### config.mk
export PLATFORM = sky130hd
export DESIGN_NAME = msi_dispatch
export DESIGN_NICKNAME = d
export VERILOG_FILES = /design/src/rtl/msi_pkg.sv /design/src/rtl/msi_req_track.sv /design/src/rtl/msi_lowest_pick.sv /design/src/rtl/msi_msg_build.sv /design/src/rtl/msi_out_stage.sv /design/src/rtl/msi_dispatch.sv
export SDC_FILE = /design/constraint.sdc
export NUM_CORES = 1
export LEC_CHECK = 0
export BUFFER_PORTS_ARGS = -buffer_cell sky130_fd_sc_hd__clkbuf_2
export CAP_MARGIN = 25
export CORE_AREA = 2 2 147 149
export DETAILED_ROUTE_END_ITERATION = 8
export DIE_AREA = 0 0 149 151
export PLACE_DENSITY_LB_ADDON = 0.2
export SYNTH_ARGS = -nofsm -noshare
export SYNTH_HDL_FRONTEND = slang
export SYNTH_SLANG_ARGS = --single-unit
### constraint.sdc
create_clock -name clk -period 4.15 [get_ports clk]
set_clock_uncertainty 0.05 [all_clocks]
set_input_delay 1.245 -clock clk [delete_from_list [all_inputs] [get_ports clk]]
set_output_delay 1.245 -clock clk [all_outputs]
set_load 0.05 [all_outputs]
### src/rtl/msi_pkg.sv
package msi_pkg;

  typedef struct packed {
    logic [63:0] addr;
    logic [31:0] data;
  } msi_msg_t;

  // Replace the low 'mme' bits of the base data word with vector bits.
  function automatic logic [15:0] fold_vector(input logic [15:0] base,
                                              input logic [2:0]  mme,
                                              input logic [15:0] vec);
    logic [15:0] low_mask;
    low_mask = (16'd1 << mme) - 16'd1;
    return (base & ~low_mask) | (vec & low_mask);
  endfunction

endpackage

### src/rtl/msi_req_track.sv
module msi_req_track #(
  parameter int NUM_VEC = 32
) (
  input  logic               clk,
  input  logic               rst_n,
  input  logic               enable,
  input  logic [NUM_VEC-1:0] irq_req,
  input  logic [NUM_VEC-1:0] resend_req,
  input  logic [NUM_VEC-1:0] pending_in,
  input  logic [NUM_VEC-1:0] mask,
  input  logic [NUM_VEC-1:0] grant_oh,
  output logic [NUM_VEC-1:0] cand,
  output logic [NUM_VEC-1:0] pend_set
);

  logic [NUM_VEC-1:0] line_q;
  logic [NUM_VEC-1:0] held_q;

  always_ff @(posedge clk or negedge rst_n) begin
    if (!rst_n) line_q <= '0;
    else        line_q <= irq_req;
  end

  for (genvar v = 0; v < NUM_VEC; v++) begin : g_vec
    logic fresh;
    assign fresh = (irq_req[v] & ~line_q[v]) | (resend_req[v] & pending_in[v]);

    always_ff @(posedge clk or negedge rst_n) begin
      if (!rst_n)       held_q[v] <= 1'b0;
      else if (!enable) held_q[v] <= 1'b0;
      else              held_q[v] <= (held_q[v] & ~mask[v] & ~grant_oh[v]) | fresh;
    end

    assign cand[v]     = held_q[v] & ~mask[v] & enable;
    assign pend_set[v] = held_q[v] &  mask[v] & enable;
  end

  // A granted vector must have been a held candidate.
  p_grant_from_held_r9: assert property (@(posedge clk) disable iff (!rst_n)
    ((grant_oh & ~held_q) == '0));

endmodule

### src/rtl/msi_lowest_pick.sv
module msi_lowest_pick #(
  parameter int NUM_VEC = 32,
  parameter int IDX_W   = $clog2(NUM_VEC)
) (
  input  logic [NUM_VEC-1:0] cand,
  output logic [NUM_VEC-1:0] pick_oh,
  output logic [IDX_W-1:0]   pick_idx,
  output logic               any
);

  assign pick_oh = cand & (~cand + NUM_VEC'(1));
  assign any     = |cand;

  always_comb begin
    pick_idx = '0;
    for (int i = 0; i < NUM_VEC; i++) begin
      if (pick_oh[i]) pick_idx = pick_idx | IDX_W'(i);
    end
  end

endmodule

### src/rtl/msi_msg_build.sv
module msi_msg_build #(
  parameter int IDX_W = 5
) (
  input  logic              is64,
  input  logic [2:0]        mme,
  input  logic [31:0]       addr_lo,
  input  logic [31:0]       addr_hi,
  input  logic [15:0]       data,
  input  logic [IDX_W-1:0]  vec_idx,
  output msi_pkg::msi_msg_t msg
);

  always_comb begin
    msg.addr = is64 ? {addr_hi, addr_lo} : {32'h0, addr_lo};
    msg.data = {16'h0, msi_pkg::fold_vector(data, mme, 16'(vec_idx))};
  end

endmodule

### src/rtl/msi_out_stage.sv
module msi_out_stage (
  input  logic              clk,
  input  logic              rst_n,
  input  logic              load,
  input  msi_pkg::msi_msg_t msg_in,
  input  logic              ready,
  output logic              valid,
  output msi_pkg::msi_msg_t msg_out
);

  always_ff @(posedge clk or negedge rst_n) begin
    if (!rst_n) begin
      valid   <= 1'b0;
      msg_out <= '0;
    end else if (load) begin
      valid   <= 1'b1;
      msg_out <= msg_in;
    end else if (ready) begin
      valid   <= 1'b0;
    end
  end

  p_hold_stall_r7: assert property (@(posedge clk) disable iff (!rst_n)
    (valid && !ready) |=> (valid && $stable(msg_out)));

  p_no_load_over_stall_r8: assert property (@(posedge clk) disable iff (!rst_n)
    (valid && !ready) |-> !load);

endmodule

### src/rtl/msi_dispatch.sv
module msi_dispatch #(
  parameter int NUM_VEC = 32,
  localparam int IDX_W  = (NUM_VEC > 1) ? $clog2(NUM_VEC) : 1
) (
  input  logic               clk,
  input  logic               rst_n,
  input  logic [NUM_VEC-1:0] irq_req,
  input  logic [NUM_VEC-1:0] resend_req,
  input  logic               cfg_enable,
  input  logic               cfg_is64,
  input  logic [2:0]         cfg_mme,
  input  logic [31:0]        cfg_addr_lo,
  input  logic [31:0]        cfg_addr_hi,
  input  logic [15:0]        cfg_data,
  input  logic [NUM_VEC-1:0] cfg_mask,
  input  logic [NUM_VEC-1:0] cfg_pending,
  output logic               msg_valid,
  input  logic               msg_ready,
  output logic [63:0]        msg_addr,
  output logic [31:0]        msg_data,
  output logic [NUM_VEC-1:0] pend_set,
  output logic [NUM_VEC-1:0] pend_clr
);

  logic [NUM_VEC-1:0] cand;
  logic [NUM_VEC-1:0] pick_oh;
  logic [NUM_VEC-1:0] grant_oh;
  logic [IDX_W-1:0]   pick_idx;
  logic               any;
  logic               load;
  msi_pkg::msi_msg_t  built;
  msi_pkg::msi_msg_t  held_msg;

  msi_req_track #(.NUM_VEC(NUM_VEC)) u_track (
    .clk        (clk),
    .rst_n      (rst_n),
    .enable     (cfg_enable),
    .irq_req    (irq_req),
    .resend_req (resend_req),
    .pending_in (cfg_pending),
    .mask       (cfg_mask),
    .grant_oh   (grant_oh),
    .cand       (cand),
    .pend_set   (pend_set)
  );

  msi_lowest_pick #(.NUM_VEC(NUM_VEC), .IDX_W(IDX_W)) u_pick (
    .cand     (cand),
    .pick_oh  (pick_oh),
    .pick_idx (pick_idx),
    .any      (any)
  );

  assign load     = cfg_enable & any & (~msg_valid | msg_ready);
  assign grant_oh = load ? pick_oh : '0;
  assign pend_clr = grant_oh;

  msi_msg_build #(.IDX_W(IDX_W)) u_build (
    .is64    (cfg_is64),
    .mme     (cfg_mme),
    .addr_lo (cfg_addr_lo),
    .addr_hi (cfg_addr_hi),
    .data    (cfg_data),
    .vec_idx (pick_idx),
    .msg     (built)
  );

  msi_out_stage u_out (
    .clk     (clk),
    .rst_n   (rst_n),
    .load    (load),
    .msg_in  (built),
    .ready   (msg_ready),
    .valid   (msg_valid),
    .msg_out (held_msg)
  );

  assign msg_addr = held_msg.addr;
  assign msg_data = held_msg.data;

  p_set_clr_disjoint_r2: assert property (@(posedge clk) disable iff (!rst_n)
    ((pend_set & pend_clr) == '0));

  p_one_clear_r3: assert property (@(posedge clk) disable iff (!rst_n)
    $onehot0(pend_clr));

  p_clear_then_valid_r3: assert property (@(posedge clk) disable iff (!rst_n)
    (|pend_clr) |=> msg_valid);

  p_data_upper_zero_r5: assert property (@(posedge clk) disable iff (!rst_n)
    msg_valid |-> (msg_data[31:16] == 16'h0));

  p_disabled_idle_r6: assert property (@(posedge clk) disable iff (!rst_n)
    (!cfg_enable && !msg_valid) |=> !msg_valid);

  p_lowest_first_r9: assert property (@(posedge clk) disable iff (!rst_n)
    load |-> (((pick_oh - NUM_VEC'(1)) & cand) == '0));

endmodule

==> flow_summary.yaml, run 1 <==
run_status:
  run_status: "finished with violations"
  violations: "negative setup slack"
routing:
  dr.pass1.iters: 5
  drt_first_iter_violations: 542
  drc: 0
  wl_met3_um: 2250
  avgViaCountPerCell: 4.93
  top_layer_used: "met4"
  ant_nets: 0
  drt-met1-wl_um: 10700
  routed-wl-met2_um: 13500
  routed_wl_um: 27300
  vias: 7827
  wl_per_cell_um: 17.2
yosys:
  netlist_area_mm2: 0.00708
  synth-async-reset-ratio: 1.00
  ys_seq_area_frac: 0.512
  syn_inst: 821
  synth-edff-count: 0
  synth_area_per_cell_um2: 8.63
  synthFlopType: "dfrtp_1"
  ys.warnings.count: 0
  synth.distinct_cells: 54
  ys_ff_latch: 145
grt:
  grtUsageTotal: 0.236
  grt_pass1_vias: 7664
  grt_pass1_wl_um: 41100
  grt-ovfl-total: 0
  antenna_found_initial: 3
  grt_max_degree: 85
critical_path:
  r2r_cells: 13
  worstPathMaxFanout: 4
  critPathRequiredTime_ps: 2850
  cp-end-kind: "output pin"
  regToRegStartpoint: "u_track.held_q[8]"
  start_kind: "input pin"
  path_class: "in -> out"
  ff2ff_setup_slack_ps: 1000
  r2r_end: "u_track.held_q[15]"
  cp.arrival_ps: 3210
clock_tree:
  cts_root_buf: "clkbuf_16"
  cts_max_level: 4
  cts_tree: "yes"
  cts-buffers-inserted: 17
  clk_pin_slew_ps: 60
  cts_max_path_buffers: 2
  cts_sinks: 145
  clk_latency_ps: 430
timing:
  final_max_slew_viol_count: 0
  setup_ws_ps: -352
  finalHoldViolCount: 0
  rsz0062_at_grt: "true"
  final.min_clock_period_ps: 4500
  fmax_mhz: 222
  tightest_slew_ps: 809
  setup_violations: 28
  slew_headroom: 0.461
  period_share: 1.08
floorplan:
  start_util: 0.340
  boundaryPins: 377
  die_y_um: 151
  core_mm2: 0.0208
  die_w_um: 149
  rows: 53
  dieArea_mm2: 0.0225
power:
  max-vdd-ir-drop_mv: 0.298
  power.density_mw_per_mm2: 426
  power_leakage_nw: 6.28
layout:
  area_growth_pct: 66.8
  layoutNonFillerInstCount: 1587
  layout_commonest_cell: "clkbuf_2"
  drive_gt1_frac: 0.470
  final_core_utilization: 0.568
  layout_common_cells: "clkbuf_2 (318), nand2_1 (206), dfrtp_1 (145)"
  nets: 1515
  final_area_mm2: 0.0118
hold_path:
  hp-start: "u_out.msg_out[86]"
  whs_path_depth: 2
  whs_endpoint: "u_out.msg_out[86]"
  hp-class: "reg -> reg"
placement:
  hpwl_um: 20600
  place_inst: 1518
  port-buffer-count: 360
  gp_congestion: 0.884
  placed_cell_area_mm2: 0.0104
job:
  maxCapViolCount: 0
## synth_stat cells (all sizes together) (7+ instances only)
master,instances,share of area
a22oi,25,0.026
inv,40,0.021
nand3b,7,0.0074
buf,39,0.033
nand3,50,0.035
a21oi,31,0.022
dfrtp,145,0.51
nand2,211,0.11
nor2,41,0.022
nor4,10,0.0097
nand4,10,0.0097
nand2b,11,0.0097
nor2b,33,0.031
clkbuf,17,0.0090
o21ai,42,0.030
nor3,21,0.016
and3,35,0.031
## how the worst max path moves through the flow
stage | startpoint | end | slack [ps] | depth (start not counted)
floorplan | cfg_mask[5] | pend_clr[19] | -310 | 6
global placement | cfg_mask[5] | pend_clr[27] | -460 | 8
detailed placement | cfg_mask[5] | pend_clr[27] | -470 | 8
CTS | cfg_mask[7] | pend_clr[19] | -390 | 8
global route | cfg_mask[14] | pend_clr[19] | -420 | 8
finish | cfg_mask[14] | pend_clr[19] | -350 | 8
## registers in the layout, indices dropped and copies added, names as in the netlist
signal,count
u_out.msg_out,80
u_track.held_q,32
u_track.line_q,32
u_out.valid,1
## layout make-up
type / instances / area (um2)
Antenna cell: 3 / 7.51
Sequential cell: 145 / 3630
Inverter: 40 / 153
Fill cell: 1861 / 9000
Tap cell: 275 / 344
Clock inverter: 14 / 144
Clock buffer: 17 / 425
Multi-Input combinational cell: 595 / 3590
Timing Repair Buffer: 498 / 3530
## logic make-up (layout without fill, tap and decap cells)
| kind of cell | Yosys count | in the layout | share of synthesized area |
|---|---|---|---|
| xor gates and xnor gates | 2 | 2 | 0.00247 |
| and+or+nand+nor | 450 | 450 | 0.306 |
| AOI/OAI and AO/OA | 125 | 125 | 0.112 |
| DFF | 145 | 145 | 0.512 |
| adders and majority gates | 2 | 2 | 0.00353 |
| other | 1 | 19 | 0.000529 |
| buffers and inverters | 96 | 569 | 0.0632 |
## where the power goes
part | internal [mW] | switching [mW]
sequential | 1.61 | 0.0971
clock | 0.843 | 0.687
combinational | 0.549 | 1.25
total | 3.00 | 2.03
## through the flow
step	TNS, ps	worst slack [ps]	hold WS [ps]	power [mW]
floorplan	-1820	-313	505	2.83
global placement	-7890	-456	400	3.38
detailed placement	-8710	-471	407	3.40
CTS	-4200	-388	423	5.06
global route	-4750	-422	438	5.29
finish	-3760	-352	419	5.03
## timing repair
action	4_1_cts	5_1_grt
hold buffers	0	0
setup endpoints to repair	32	32
gates resized for setup	89	40
pin swaps	35	19
buffers inserted	23	15
cloned	2	0
## critical path, cell delays in order
cell and delay [ps]:
clkbuf_2 130, nor2b_4 70, nor4_2 320, nand4_1 160, or4_4 490, or4b_4 530, nor2_4 120, buf_12 140
## metal layers
| layer | vias up | global-route usage |
|---|---|---|
| li1 | 3729 | - |
| met1 | 3664 | 0.288 |
| met2 | 378 | 0.401 |
| met3 | 56 | 0.0596 |
| met4 | 0 | 0.0938 |
| met5 | - | 0 |
(Power assumes the default switching activity.)
==> run 2, diff against run 1 <==
ABC_AREA = 1   (was default)
CORE_AREA = 2 2 145 147   (was 2 2 147 149)
DIE_AREA = 0 0 147 149   (was 0 0 149 151)
==> flow_summary.yaml, run 2 <==
run_status:
  run_status: "finished with violations"
  violations: "negative setup slack"
routing:
  drt_first_iter_violations: 397
  top_layer_used: "met4"
  avgViaCountPerCell: 4.73
  vias: 8260
  routed-wl-met2_um: 13500
  dr.pass1.iters: 5
  wl_met3_um: 1810
  drt-met1-wl_um: 11300
  ant_nets: 0
  drc: 0
  wl_per_cell_um: 15.8
  routed_wl_um: 27600
layout:
  multi_input_area_mm2: 0.00357
  final_area_mm2: 0.0121
  layout_commonest_cell: "clkbuf_2"
  largest_register: "u_out.msg_out"
  layoutNonFillerInstCount: 1747
  area_growth_pct: 61.7
  largest_reg_flops: 80
  nets: 1678
  diodes: 0
  drive_gt1_frac: 0.414
  seq_area_mm2: 0.00363
  nFillCells: 1869
  layout_common_cells: "clkbuf_2 (320), nand2_1 (309), dfrtp_1 (145)"
  top_regs: "u_out.msg_out: 80 flops, u_track.held_q: 32 flops, u_track.line_q: 32 flops"
  final_core_utilization: 0.589
placement:
  place_ws_ps: -106
  hpwl_um: 20500
  gp_congestion: 0.931
  port-buffer-count: 360
  placed_cell_area_mm2: 0.0107
  place_inst: 1691
yosys:
  synth.distinct_cells: 32
  synthTopCellsByCount: "nand2_1 (321), dfrtp_1 (145), nor2_1 (140)"
  synth-async-reset-ratio: 1.00
  synth-edff-count: 0
  synth_top_cell_area_share: 0.485
  ys_seq_area_frac: 0.485
  ys_ff_latch: 145
  yosys.area.top_type: "dfrtp_1"
  syn_inst: 989
  synth_top_cells_by_area: "dfrtp_1 (48%), nand2_1 (16%), nor2_1 (7.0%)"
  yosysMostFrequentCell: "nand2_1"
  netlist_area_mm2: 0.00749
  synth_area_per_cell_um2: 7.57
  ys.warnings.count: 0
  synthFlopType: "dfrtp_1"
clock_tree:
  cts_tree: "yes"
  cts_sinks: 145
  clk_pin_slew_ps: 60
  clk_latency_ps: 430
  cts-buffers-inserted: 17
  cts_root_buf: "clkbuf_16"
  cts_max_path_buffers: 2
  cts_max_level: 4
floorplan:
  core_mm2: 0.0206
  dieArea_mm2: 0.0219
  die_y_um: 149
  die_w_um: 147
  boundaryPins: 377
  rows: 53
  start_util: 0.364
critical_path:
  cp.arrival_ps: 2960
  worstPathMaxFanout: 7
  ff2ff_setup_slack_ps: 1550
  path_class: "in -> out"
  max_stage_delay_ps: 230
  crit_buf_inv: 5
  cpMaxStageDelayCell: "nand4_1"
  start_kind: "input pin"
  cp-end-kind: "output pin"
  critPathRequiredTime_ps: 2850
  cpMostUsedCell: "buf_12"
  crit_family: "simple AND/OR/NAND/NOR gates"
  crit_path_cell_trace: "clkbuf_16 -> buf_12 -> nand3_2 -> nand2_2 -> nor2_4 -> nand2_2 -> nor2_4 -> nand4_1 -> nand2_8 -> buf_12 -> buf_16 -> nor2_2 -> buf_12"
timing:
  holdWs_ps: 426
  fmax_mhz: 235
  finalHoldViolCount: 0
  slew_headroom: 0.473
  setup_violations: 31
  final.min_clock_period_ps: 4250
  tightest_slew_ps: 791
  final_max_slew_viol_count: 0
  setup_tns_ps: -1590
  setup_ws_ps: -101
  period_share: 1.02
  rsz0062_at_grt: "true"
grt:
  grt_max_degree: 84
  grt_pass1_vias: 8039
  antenna_found_initial: 0
  grt-ovfl-total: 0
  grtUsageTotal: 0.247
  grt_pass1_wl_um: 42200
power:
  total_power_mw: 5.24
  power.density_mw_per_mm2: 433
  power_leakage_nw: 6.56
  max-vdd-ir-drop_mv: 0.309
hold_path:
  hp-class: "reg -> reg"
job:
  maxCapViolCount: 0
[run 2: cell types whose count changed after synthesis, sizes merged, moves of 6 or more]
cell    delta
o21bai    +23
clkbuf     -8
a22oi      +7
inv       +57
nand2b    -11
o21ai      +7
nor2b     -33
nand3      +7
nor4      -10
nor3       -6
nand2    +113
nor2     +103
and3      -35
[run 2: power by group]
part,total [mW],internal (mW),switching (mW)
logic,1.91,0.570,1.34
clock network,1.60,0.904,0.693
registers,1.73,1.62,0.114
total,5.24,3.09,2.15
[run 2: cell type report]
| class | instances | share of cell area |
|---|---|---|
| Tap cell | 275 | 0.0284 |
| Clock buffer | 17 | 0.0351 |
| Inverter | 97 | 0.0301 |
| Clock inverter | 14 | 0.0139 |
| Sequential cell | 145 | 0.300 |
| Timing Repair Buffer | 490 | 0.298 |
| Multi-Input combinational cell | 709 | 0.295 |
[run 2: kinds of logic after synthesis]
logic type / Yosys count / synth area share
adder cells (fa/ha/maj): 2 / 0.00334
AO/OA/AOI/OAI: 136 / 0.109
XOR/XNOR: 2 / 0.00234
buffers and inverters: 150 / 0.0993
other: 1 / 0.000501
flip-flops: 145 / 0.485
AND/OR/NAND/NOR: 553 / 0.300
[run 2: timing repair]
item	in CTS	in global routing
resized for setup	52	57
hold buffers	0	0
pin swaps	2	18
setup endpoints to repair	31	32
gates cloned	5	2
setup buffers	8	10
[run 2: worst register-to-register path, stage by stage, from the launching register on]
cell and delay [ps]:
dfrtp_1 440, nand3_4 120, nand2_2 70, nor2_1 100, nand2_1 90, nor2_4 150
nand4_1 230, nand2_8 210, buf_12 130, buf_4 120, buf_4 520, o21ai_0 160
a21oi_1 150
[run 2: routing by layer]
metal	vias to the layer above	track usage
met4	0	0.0986
li1	4056	-
met2	340	0.423
met5	-	0
met3	63	0.0566
met1	3801	0.303
[run 2: path summary, 6_finish.rpt]
| path | to | cells after the start | from |
|---|---|---|---|
| max in group asynchronous | u_out.msg_out[75] | 2 | rst_n |
| setup / recovery | pend_clr[24] | 13 | cfg_enable |
| hold / removal | u_out.msg_out[4] | 2 | u_out.msg_out[4] |
| hold reg to reg | u_out.msg_out[4] | 2 | u_out.msg_out[4] |
| setup reg to reg | u_track.held_q[31] | 12 | u_track.held_q[11] |
| min in group asynchronous | u_track.held_q[13] | 1 | rst_n |
==> run 3, diff against run 2 <==
SKIP_LAST_GASP = 1   (was default)
==> flow_summary.yaml, run 3 (same netlist as run 2, synthesis figures left out) <==
routing:
  routed_wl_um: 27500
  vias: 8194
  wl_per_cell_um: 15.7
  drt_first_iter_violations: 433
  ant_nets: 0
  dr.pass1.iters: 5
  drc: 0
  avgViaCountPerCell: 4.69
layout:
  seq_area_mm2: 0.00363
  area_growth_pct: 61.3
  final_area_mm2: 0.0121
  multi_input_area_mm2: 0.00358
  top_regs: "u_out.msg_out: 80 flops, u_track.held_q: 32 flops, u_track.line_q: 32 flops"
  drive_gt1_frac: 0.417
  largest_reg_flops: 80
  layout_common_cells: "clkbuf_2 (321), nand2_1 (310), dfrtp_1 (145)"
  diodes: 0
  nFillCells: 1869
  layout_commonest_cell: "clkbuf_2"
  nets: 1677
  largest_register: "u_out.msg_out"
timing:
  tightest_slew_ps: 791
  setup_violations: 5
  rsz0062_at_grt: "true"
  fmax_mhz: 240
  final_max_slew_viol_count: 0
  period_share: 1.01
  finalHoldViolCount: 0
  final.min_clock_period_ps: 4170
  setup_ws_ps: -24.2
  slew_headroom: 0.473
hold_path:
  hp-start: "u_out.msg_out[46]"
  whs_endpoint: "u_out.msg_out[46]"
  hp-class: "reg -> reg"
  whs_path_depth: 2
power:
  max-vdd-ir-drop_mv: 0.310
  power.density_mw_per_mm2: 433
  total_power_mw: 5.23
  power_leakage_nw: 6.56
critical_path:
  r2r_cells: 12
  cp.arrival_ps: 2880
  critPathLaunch: "cfg_enable"
  ff2ff_setup_slack_ps: 1700
  worstPathMaxFanout: 10
  critPathRequiredTime_ps: 2850
  start_kind: "input pin"
  cp-end-kind: "output pin"
  path_class: "in -> out"
  r2r_end: "u_track.held_q[31]"
  regToRegStartpoint: "u_track.held_q[11]"
grt:
  grt_pass1_vias: 8033
  grtUsageTotal: 0.246
  antenna_found_initial: 0
  grt_pass1_wl_um: 42200
  grt-ovfl-total: 0
  grt_max_degree: 84
floorplan:
  rows: 53
  start_util: 0.364
  dieArea_mm2: 0.0219
  core_mm2: 0.0206
  die_w_um: 147
  boundaryPins: 377
  die_y_um: 149
clock_tree:
  cts_max_level: 4
  cts_max_path_buffers: 2
  clk_pin_slew_ps: 70
  clk_latency_ps: 430
  cts_hold_buf: 0
  cts-buffers-inserted: 17
  cts_tree: "yes"
  cts_root_buf: "clkbuf_16"
  cts_sinks: 145
placement:
  gp_congestion: 0.931
  placed_cell_area_mm2: 0.0107
  place_ws_ps: -106
  port-buffer-count: 360
  hpwl_um: 20500
job:
  maxCapViolCount: 0
run_status:
  violations: "negative setup slack"
  run_status: "finished with violations"
## run 3: cell types whose count changed in the layout (fill, tap and decap cells not counted), moves of 3 or more
cell | before | now
nor2_1 | 101 | 97
nand3_2 | 15 | 22
nor2_4 | 21 | 25
buf_12 | 44 | 41
nand3_4 | 8 | 3
## run 3: routing by layer
layer,share of wire,global-route usage,vias up,wire length [um]
li1,-,-,4055,-
met4,0.036,0.0986,0,985
met3,0.065,0.0566,56,1800
met1,0.41,0.303,3746,11300
met5,0,0,-,0
met2,0.49,0.422,337,13400
## run 3: how the worst max path moves through the flow
| stage | to | cells past startpoint |
|---|---|---|
| CTS | pend_clr[7] | 12 |
| detailed placement | pend_clr[30] | 12 |
| global route | pend_clr[2] | 13 |
| floorplan | pend_clr[12] | 12 |
| finish | pend_clr[24] | 12 |
| global placement | pend_clr[30] | 12 |
## run 3: cell type report
class / count / share of cell area
Clock buffer: 17 / 0.0352
Clock inverter: 14 / 0.0139
Inverter: 97 / 0.0301
Multi-Input combinational cell: 710 / 0.296
Sequential cell: 145 / 0.300
Tap cell: 275 / 0.0285
Timing Repair Buffer: 488 / 0.295
## run 3: worst max-delay path: stages
cell and delay (ps):
clkbuf_16 170, buf_16 140, inv_2 50, nor3_1 200, buf_4 160, nor3_2 40
nand4_1 110, buf_6 140, nand2_4 100, buf_16 180, nor2_2 170, buf_12 160
## run 3: metrics by stage
stage	hold WS (ps)	utilization	instances	TNS (ps)
final	428	0.588	1746	-29.4
after global routing	448	0.588	1746	-2140
after CTS	432	0.569	1735	-919
after detailed placement	414	0.523	1691	-1510
after global placement	412	0.523	1691	-380
after floorplan	506	-	1004	-4400
## run 3: report_power, final
group          internal (mW)  leakage, nW  switching, mW
logic                  0.557         4.48           1.35
clock network          0.904        0.279          0.696
registers               1.62         1.80          0.113
total                   3.08         6.56           2.16
## run 3: timing repair
item,4_1_cts,5_1_grt
gates resized for setup,49,59
pin swaps,0,17
endpoints found under the setup margin,31,32
setup buffers,8,7
cloned,5,4
